$ cat config.mk
export PLATFORM = sky130hd
export DESIGN_NAME = uart_irq_prio
export DESIGN_NICKNAME = d
export VERILOG_FILES = /design/src/rtl/uart_irq_pkg.sv /design/src/rtl/uart_irq_rxq.sv /design/src/rtl/uart_irq_thre.sv /design/src/rtl/uart_irq_arb.sv /design/src/rtl/uart_irq_prio.sv
export SDC_FILE = /design/constraint.sdc
export NUM_CORES = 1
export LEC_CHECK = 0
export ABC_CLOCK_PERIOD_IN_PS = 3000
export BUFFER_PORTS_ARGS = -buffer_cell sky130_fd_sc_hd__buf_2
export CELL_PAD_IN_SITES_DETAIL_PLACEMENT = 0
export CELL_PAD_IN_SITES_GLOBAL_PLACEMENT = 1
export CORE_UTILIZATION = 27
export DETAILED_ROUTE_END_ITERATION = 7
export PLACE_DENSITY_LB_ADDON = 0.1
export SLEW_MARGIN = 20
export SYNTH_ARGS = -nofsm -noshare
export SYNTH_HDL_FRONTEND = slang
export SYNTH_SLANG_ARGS = --single-unit
$ cat constraint.sdc
create_clock -name clk -period 3 [get_ports clk]
set_clock_uncertainty 0.1 [all_clocks]
set_input_delay 0.3 -clock clk [delete_from_list [all_inputs] [get_ports clk]]
set_output_delay 0.3 -clock clk [all_outputs]
set_load 0.1 [all_outputs]
$ cat src/rtl/uart_irq_pkg.sv
package uart_irq_pkg;

    localparam int N_SRC = 5;

    typedef enum logic [3:0] {
        ID_MODEM = 4'h0,
        ID_NONE  = 4'h1,
        ID_THRE  = 4'h2,
        ID_RXD   = 4'h4,
        ID_LINE  = 4'h6,
        ID_CTO   = 4'hC
    } iid_code_e;

    // Source index 0 is the most urgent.
    localparam int SRC_LINE  = 0;
    localparam int SRC_CTO   = 1;
    localparam int SRC_RXD   = 2;
    localparam int SRC_THRE  = 3;
    localparam int SRC_MODEM = 4;

    function automatic iid_code_e code_of(input int idx);
        case (idx)
            SRC_LINE:  return ID_LINE;
            SRC_CTO:   return ID_CTO;
            SRC_RXD:   return ID_RXD;
            SRC_THRE:  return ID_THRE;
            default:   return ID_MODEM;
        endcase
    endfunction

    typedef struct packed {
        logic [3:0] ier;
        logic [7:0] iid;
        logic       irq;
    } prio_state_t;

    typedef struct packed {
        logic pend;
        logic rd_prev;
    } thre_state_t;

endpackage

$ cat src/rtl/uart_irq_rxq.sv
module uart_irq_rxq #(
    parameter int CNT_W = 5
) (
    input  logic             fifo_en,
    input  logic             data_ready,
    input  logic [CNT_W-1:0] rx_count,
    input  logic [CNT_W-1:0] rx_trig,
    output logic             rx_qual
);

    logic level_met;

    always_comb begin
        level_met = (rx_count >= rx_trig);
        rx_qual   = data_ready && (!fifo_en || level_met);
    end

endmodule

$ cat src/rtl/uart_irq_thre.sv
module uart_irq_thre (
    input  logic clk,
    input  logic rst_n,
    input  logic tx_empty_evt,
    input  logic ier_wr,
    input  logic thr_empty,
    input  logic thr_wr,
    input  logic iid_rd,
    output logic pend
);
    import uart_irq_pkg::*;

    thre_state_t st_d, st_q;
    logic        rd_strobe;
    logic        set_evt;
    logic        clr_evt;

    always_comb begin
        st_d       = st_q;
        rd_strobe  = iid_rd && !st_q.rd_prev;
        set_evt    = tx_empty_evt || (ier_wr && thr_empty);
        clr_evt    = rd_strobe || thr_wr;
        st_d.rd_prev = iid_rd;
        if (set_evt) begin
            st_d.pend = 1'b1;
        end else if (clr_evt) begin
            st_d.pend = 1'b0;
        end
    end

    always_ff @(posedge clk or negedge rst_n) begin
        if (!rst_n) begin
            st_q <= '0;
        end else begin
            st_q <= st_d;
        end
    end

    assign pend = st_q.pend;

endmodule

$ cat src/rtl/uart_irq_arb.sv
module uart_irq_arb (
    input  logic [uart_irq_pkg::N_SRC-1:0] src,
    output logic [3:0]                     code,
    output logic                           any
);
    import uart_irq_pkg::*;

    always_comb begin
        code = ID_NONE;
        for (int i = N_SRC - 1; i >= 0; i--) begin
            if (src[i]) begin
                code = code_of(i);
            end
        end
        any = |src;
    end

endmodule

$ cat src/rtl/uart_irq_prio.sv
module uart_irq_prio #(
    parameter int CNT_W = 5
) (
    input  logic             clk,
    input  logic             rst_n,
    input  logic             ier_wr,
    input  logic [7:0]       ier_wdata,
    input  logic             fifo_en,
    input  logic [3:0]       line_err,
    input  logic             data_ready,
    input  logic [CNT_W-1:0] rx_count,
    input  logic [CNT_W-1:0] rx_trig,
    input  logic             cto_pend,
    input  logic             tx_empty_evt,
    input  logic             thr_wr,
    input  logic             thr_empty,
    input  logic             iid_rd,
    input  logic [3:0]       msr_delta,
    output logic [7:0]       ier_o,
    output logic [7:0]       iid_o,
    output logic             irq_o
);
    import uart_irq_pkg::*;

    localparam logic [7:0] IID_RESET = {4'h0, ID_NONE};

    prio_state_t       st_d, st_q;
    logic              thre_pend;
    logic              rx_qual;
    logic [N_SRC-1:0]  src;
    logic [3:0]        sel_code;
    logic              sel_any;
    logic              unused_wdata_hi;

    assign unused_wdata_hi = ^ier_wdata[7:4];

    uart_irq_thre thre_i (
        .clk          (clk),
        .rst_n        (rst_n),
        .tx_empty_evt (tx_empty_evt),
        .ier_wr       (ier_wr),
        .thr_empty    (thr_empty),
        .thr_wr       (thr_wr),
        .iid_rd       (iid_rd),
        .pend         (thre_pend)
    );

    uart_irq_rxq #(.CNT_W(CNT_W)) rxq_i (
        .fifo_en    (fifo_en),
        .data_ready (data_ready),
        .rx_count   (rx_count),
        .rx_trig    (rx_trig),
        .rx_qual    (rx_qual)
    );

    always_comb begin
        src            = '0;
        src[SRC_LINE]  = st_q.ier[2] && (|line_err);
        src[SRC_CTO]   = st_q.ier[0] && cto_pend;
        src[SRC_RXD]   = st_q.ier[0] && rx_qual;
        src[SRC_THRE]  = st_q.ier[1] && thre_pend;
        src[SRC_MODEM] = st_q.ier[3] && (|msr_delta);
    end

    uart_irq_arb arb_i (
        .src  (src),
        .code (sel_code),
        .any  (sel_any)
    );

    always_comb begin
        st_d = st_q;
        if (ier_wr) begin
            st_d.ier = ier_wdata[3:0];
        end
        st_d.iid = {fifo_en, fifo_en, st_q.iid[5:4], sel_code};
        st_d.irq = sel_any;
    end

    always_ff @(posedge clk or negedge rst_n) begin
        if (!rst_n) begin
            st_q.ier <= '0;
            st_q.iid <= IID_RESET;
            st_q.irq <= 1'b0;
        end else begin
            st_q <= st_d;
        end
    end

    assign ier_o = {4'h0, st_q.ier};
    assign iid_o = st_q.iid;
    assign irq_o = st_q.irq;

endmodule

== Word-level counts from Yosys, hierarchy flattened ==
Index checks and enable logic that the tools add are counted.

* Register bits after elaboration: 12
* Input bits: 36
* Output and inout port bits: 17
* Word-level logic and storage cells: 30

* Magnitude comparators: 1
* Muxes and demuxes: 7
* Reduce and logical (&&, ||, !) cells: 17

{| class="wikitable"
|+ Operators by type and width
! cell !! count
|-
| 1-bit logical AND || 8
|-
| 4-bit two-way mux || 2
|-
| 4-bit OR reduction || 2
|-
| 5-bit greater-or-equal comparator || 1
|-
| 5-bit OR reduction || 1
|-
| 1-bit logical OR || 3
|-
| 1-bit two-way mux || 3
|-
| 3-bit two-way mux || 1
|-
| 1-bit logical NOT || 2
|-
| 2-bit two-way mux || 1
|-
| 2-bit nonzero test || 1
|}

== Logic depth before layout (Yosys ltp) ==
* Word-level depth: 7
* Mapped depth: 6
* Mapped depth without buffers: 6

== Modules after synthesis ==
From an unflattened synthesis, not the netlist that was laid out.

* Cell total of the unflattened synthesis: 57
* Area total of the unflattened synthesis: 634.4 µm²

{| class="wikitable"
|+ Modules (own cells, without submodules)
! module !! times used !! cells an instance !! area each (µm²) !! seq. area each (µm²)
|-
| uart_irq_prio || 1 || 27 || 394.1 || 251.5
|-
| uart_irq_rxq || 1 || 18 || 127.6 || 0.0
|-
| uart_irq_thre || 1 || 6 || 72.6 || 50.0
|-
| uart_irq_arb || 1 || 6 || 40.0 || 0.0
|}

== Worst setup path before layout ==
No wires, ideal clock.

* Kind: register to register
* From: register st_q (netlist bit ier_o[0])
* To: register st_q (netlist bit iid_o[1])
* Setup time: 0.121 ns
* Arrival: 1.750 ns
* Required time: 2.779 ns
* Path slack: 1.029 ns
* Cell stages (with the launch flop): 5
* Buffers on the path: 0
* Clock period less this slack: 1.971 ns
* Path through: dfrtp_1 > o21ai_0 > a41oi_1 > a21oi_1 > a31o_2

* Cells in the longest elaborated chain, start to end: 4
* Elaborated cells on any way between the ends: 5
* Those cells by class: 3 x mux; 2 x reduce/logical

{| class="wikitable"
|+ RTL lines
! item !! line !! text
|-
| from (decl) || uart_irq_prio.sv:27 || <nowiki>prio_state_t st_d, st_q;</nowiki>
|-
| from (signal assigned) || uart_irq_prio.sv:86 || <nowiki>st_q <= st_d;</nowiki>
|-
| 1-bit logical AND || uart_irq_prio.sv:60 || <nowiki>src[SRC_RXD] = st_q.ier[0] && rx_qual;</nowiki>
|-
| 3-bit two-way mux || uart_irq_arb.sv:11 || <nowiki>if (src[i]) begin</nowiki>
|-
| 4-bit two-way mux * (2 in series) || uart_irq_arb.sv:11 ||
|-
| net arb_i.code[1] || uart_irq_arb.sv:3 || <nowiki>output logic [3:0] code,</nowiki>
|}

The timed path passes the listed nets; every way through them passes the cells marked *.
A chain may end at the register's enable or synchronous reset.

== Final worst setup path ==
* From: register st_q (netlist bit iid_o[0])
* To: output port iid_o[0]

{| class="wikitable"
|+ RTL lines
! item !! line !! text
|-
| to (decl) || uart_irq_prio.sv:20 || <nowiki>output logic [7:0] iid_o,</nowiki>
|}

No word-level cell between the ends.

==> impl_metrics.ini <==
[status]
status = complete, no violations

[synth]
synth_warnings = 0
synth_ff_type = dfrtp_1
ys_seq_area_share_pct = 48.0
async_reset_ff_share_pct = 100
synth_area_per_cell_um2 = 10.6
yosys.cell_types.count = 20
synth.cell_area_um2 = 628
synthCells = 59
synth-edff-count = 0
synth-seq-cells = 12

[route]
finalWirelength_mm = 1.16
viasPerCell = 4.11
drt-wirelength-per-cell_um = 8.80
drtIter0Drc = 7
drcViolationCount = 0
final_antenna_net_count = 0
vias = 543
first_pass_iters = 4

[power_and_ir_drop]
p_per_area_mw_per_mm2 = 573
leakage_nw = 0.474
ir_worst_vdd_mv = 0.254

[grt]
antenna_found_initial = 0
gr-total-overflow = 0
grt_pass1_vias = 456
grt_pass1_wl_mm = 1.90
grt_use_total_pct = 10.3
grt_max_degree = 13

[sta]
hold_ws_ns = 0.0426
fin_crit_ns = 1.58
fmax_ghz = 0.633
finalCritPeriodShare_pct = 52.7
setup_tns_ns = 0
rsz0062_at_grt = no
setup_viol = 0
hold_viol_final = 0
slew_violations = 0

[clock_network]
cts_buffers = 3
h-tree-depth = 1
clkLatencyLatePin_ns = 0.27
cts_max_path_buffers = 2
postCtsSetupBuffers = 0
cts_tree = yes
cts.clk_slew.worst_paths_ns = 0.08
clockRootBuffer = clkbuf_4
clkSinkCount = 12

[placement]
place_congestion = 0.661
dp_cells = 127
io_buffers = 42
dp_hpwl_mm = 1.01

[final_layout]
fin_cells = 132
synthToLayoutAreaGrowth_pct = 39.4
multi_input_area_um2 = 267
final_nets = 146
final_util_pct = 39.6
diodes = 0
seqCellArea_um2 = 302
layout-drive-gt1-share_pct = 50.0
fillerInstances = 248

[worst_setup_path]
cp-end-kind = output port
critPathSlowestCell = dfstp_2
path_cells = buf_2
setup.worst_path.class = reg2out
critPathTopFamily = flip-flops
required_ns = 2.60
cpPeakStageDelay_ns = 0.51
cp_max_fo = 1
crit_arrival_ns = 1.18
start_kind = flip-flop
crit_buf_inv = 1

[die]
std_cell_rows = 17
chipHeight_um = 50.2
initial_core_util_pct = 28.4
core_area_mm2 = 0.00221
io_pins = 53
die_x_um = 50.2
die_area_mm2 = 0.00252

[job]
drv_cap = 0

[worst_hold_path]
hold_path.class = in2reg
## flip-flops by register name (all words and copies together) (netlist names)
| signal | flops |
|---|---|
| thre_i.st_q | 1 |
| thre_i.pend | 1 |
| ier_o | 4 |
| iid_o | 5 |
| irq_o | 1 |
## repair_timing
action                                 CTS  global route
endpoints found under the hold margin   11             0
gates resized for setup                  0             0
hold buffers                             1             0
## cell type report
type / count / share of cell area (%)
Timing Repair Buffer: 43 / 25.1
Inverter: 7 / 3.00
Tap cell: 28 / 4.00
Sequential cell: 12 / 34.4
Clock buffer: 4 / 3.00
Multi-Input combinational cell: 38 / 30.4
## synthesized netlist by cell type, types with 2 or more instances
| cell type | instances | share of area (%) |
|---|---|---|
| ha_1 | 5 | 10 |
| inv_1 | 7 | 4.2 |
| o21ai_0 | 3 | 2.4 |
| buf_4 | 7 | 8.4 |
| a21oi_1 | 3 | 2.4 |
| mux2_2 | 4 | 7.2 |
| dfrtp_1 | 11 | 44 |
| nor2_1 | 2 | 1.2 |
| nor2b_1 | 2 | 2.0 |
| nand2_1 | 5 | 3.0 |
## logic make-up (layout without fill, tap and decap cells)
group / after synthesis / after routing / share of synthesized area, %
compound gates: 11 / 11 / 12.7
fa+ha+maj: 5 / 5 / 9.96
buf+inv: 14 / 54 / 12.6
flops: 12 / 12 / 48.0
mux: 4 / 4 / 7.17
other cells: 1 / 6 / 0.597
simple gates: 12 / 12 / 8.97
## layout by cell type, fill, tap and decap left out, types with 2 or more instances in the layout
cell type	instances
o21ai_0	3
a21oi_1	3
inv_1	7
dfrtp_1	11
mux2_2	4
buf_2	42
conb_1	6
nand2_1	5
ha_1	5
nor2b_1	2
clkbuf_4	3
nor2_1	2
## through the flow
stage               area [um2]  setup WS [ns]  power, mW
floorplan                  647           1.03      0.366
finish                     876           1.42      0.502
global route               876           1.39      0.530
detailed placement         840           1.36      0.405
global placement           840           1.37      0.404
CTS                        876           1.40      0.512
## final timing paths
path                                       end            from  cells after the start  slack (ns)
worst max-delay path                  iid_o[0]        iid_o[0]                      1        1.42
worst min-delay path            thre_i.st_q[0]          iid_rd                      1        0.04
worst max register to register        iid_o[1]        ier_o[0]                      4        1.67
worst min register to register     thre_i.pend  thre_i.st_q[0]                      2        0.43
max in group asynchronous             iid_o[0]           rst_n                      2        2.18
min in group asynchronous             ier_o[0]           rst_n                      2        0.34
## routing by layer
metal / GRT usage, % / routed length, um / up-vias
met4: 2.86 / 0 / 0
li1: - / - / 276
met5: 0 / 0 / -
met3: 4.55 / 90 / 0
met2: 17.6 / 589 / 26
met1: 11.4 / 483 / 241
## worst register-to-register path: cells and delay by family (launching register included)
family,cells,cell delay (ns)
DFF,1,0.39
AOI/OAI and AO/OA,4,0.72
## power breakdown
group	switching (mW)	total, mW	internal (mW)
combinational	0.172	0.216	0.0437
sequential	0.00725	0.185	0.178
clock	0.0493	0.101	0.0514
total	0.229	0.502	0.273
No activity file was read; power rests on OpenSTA's default activity.
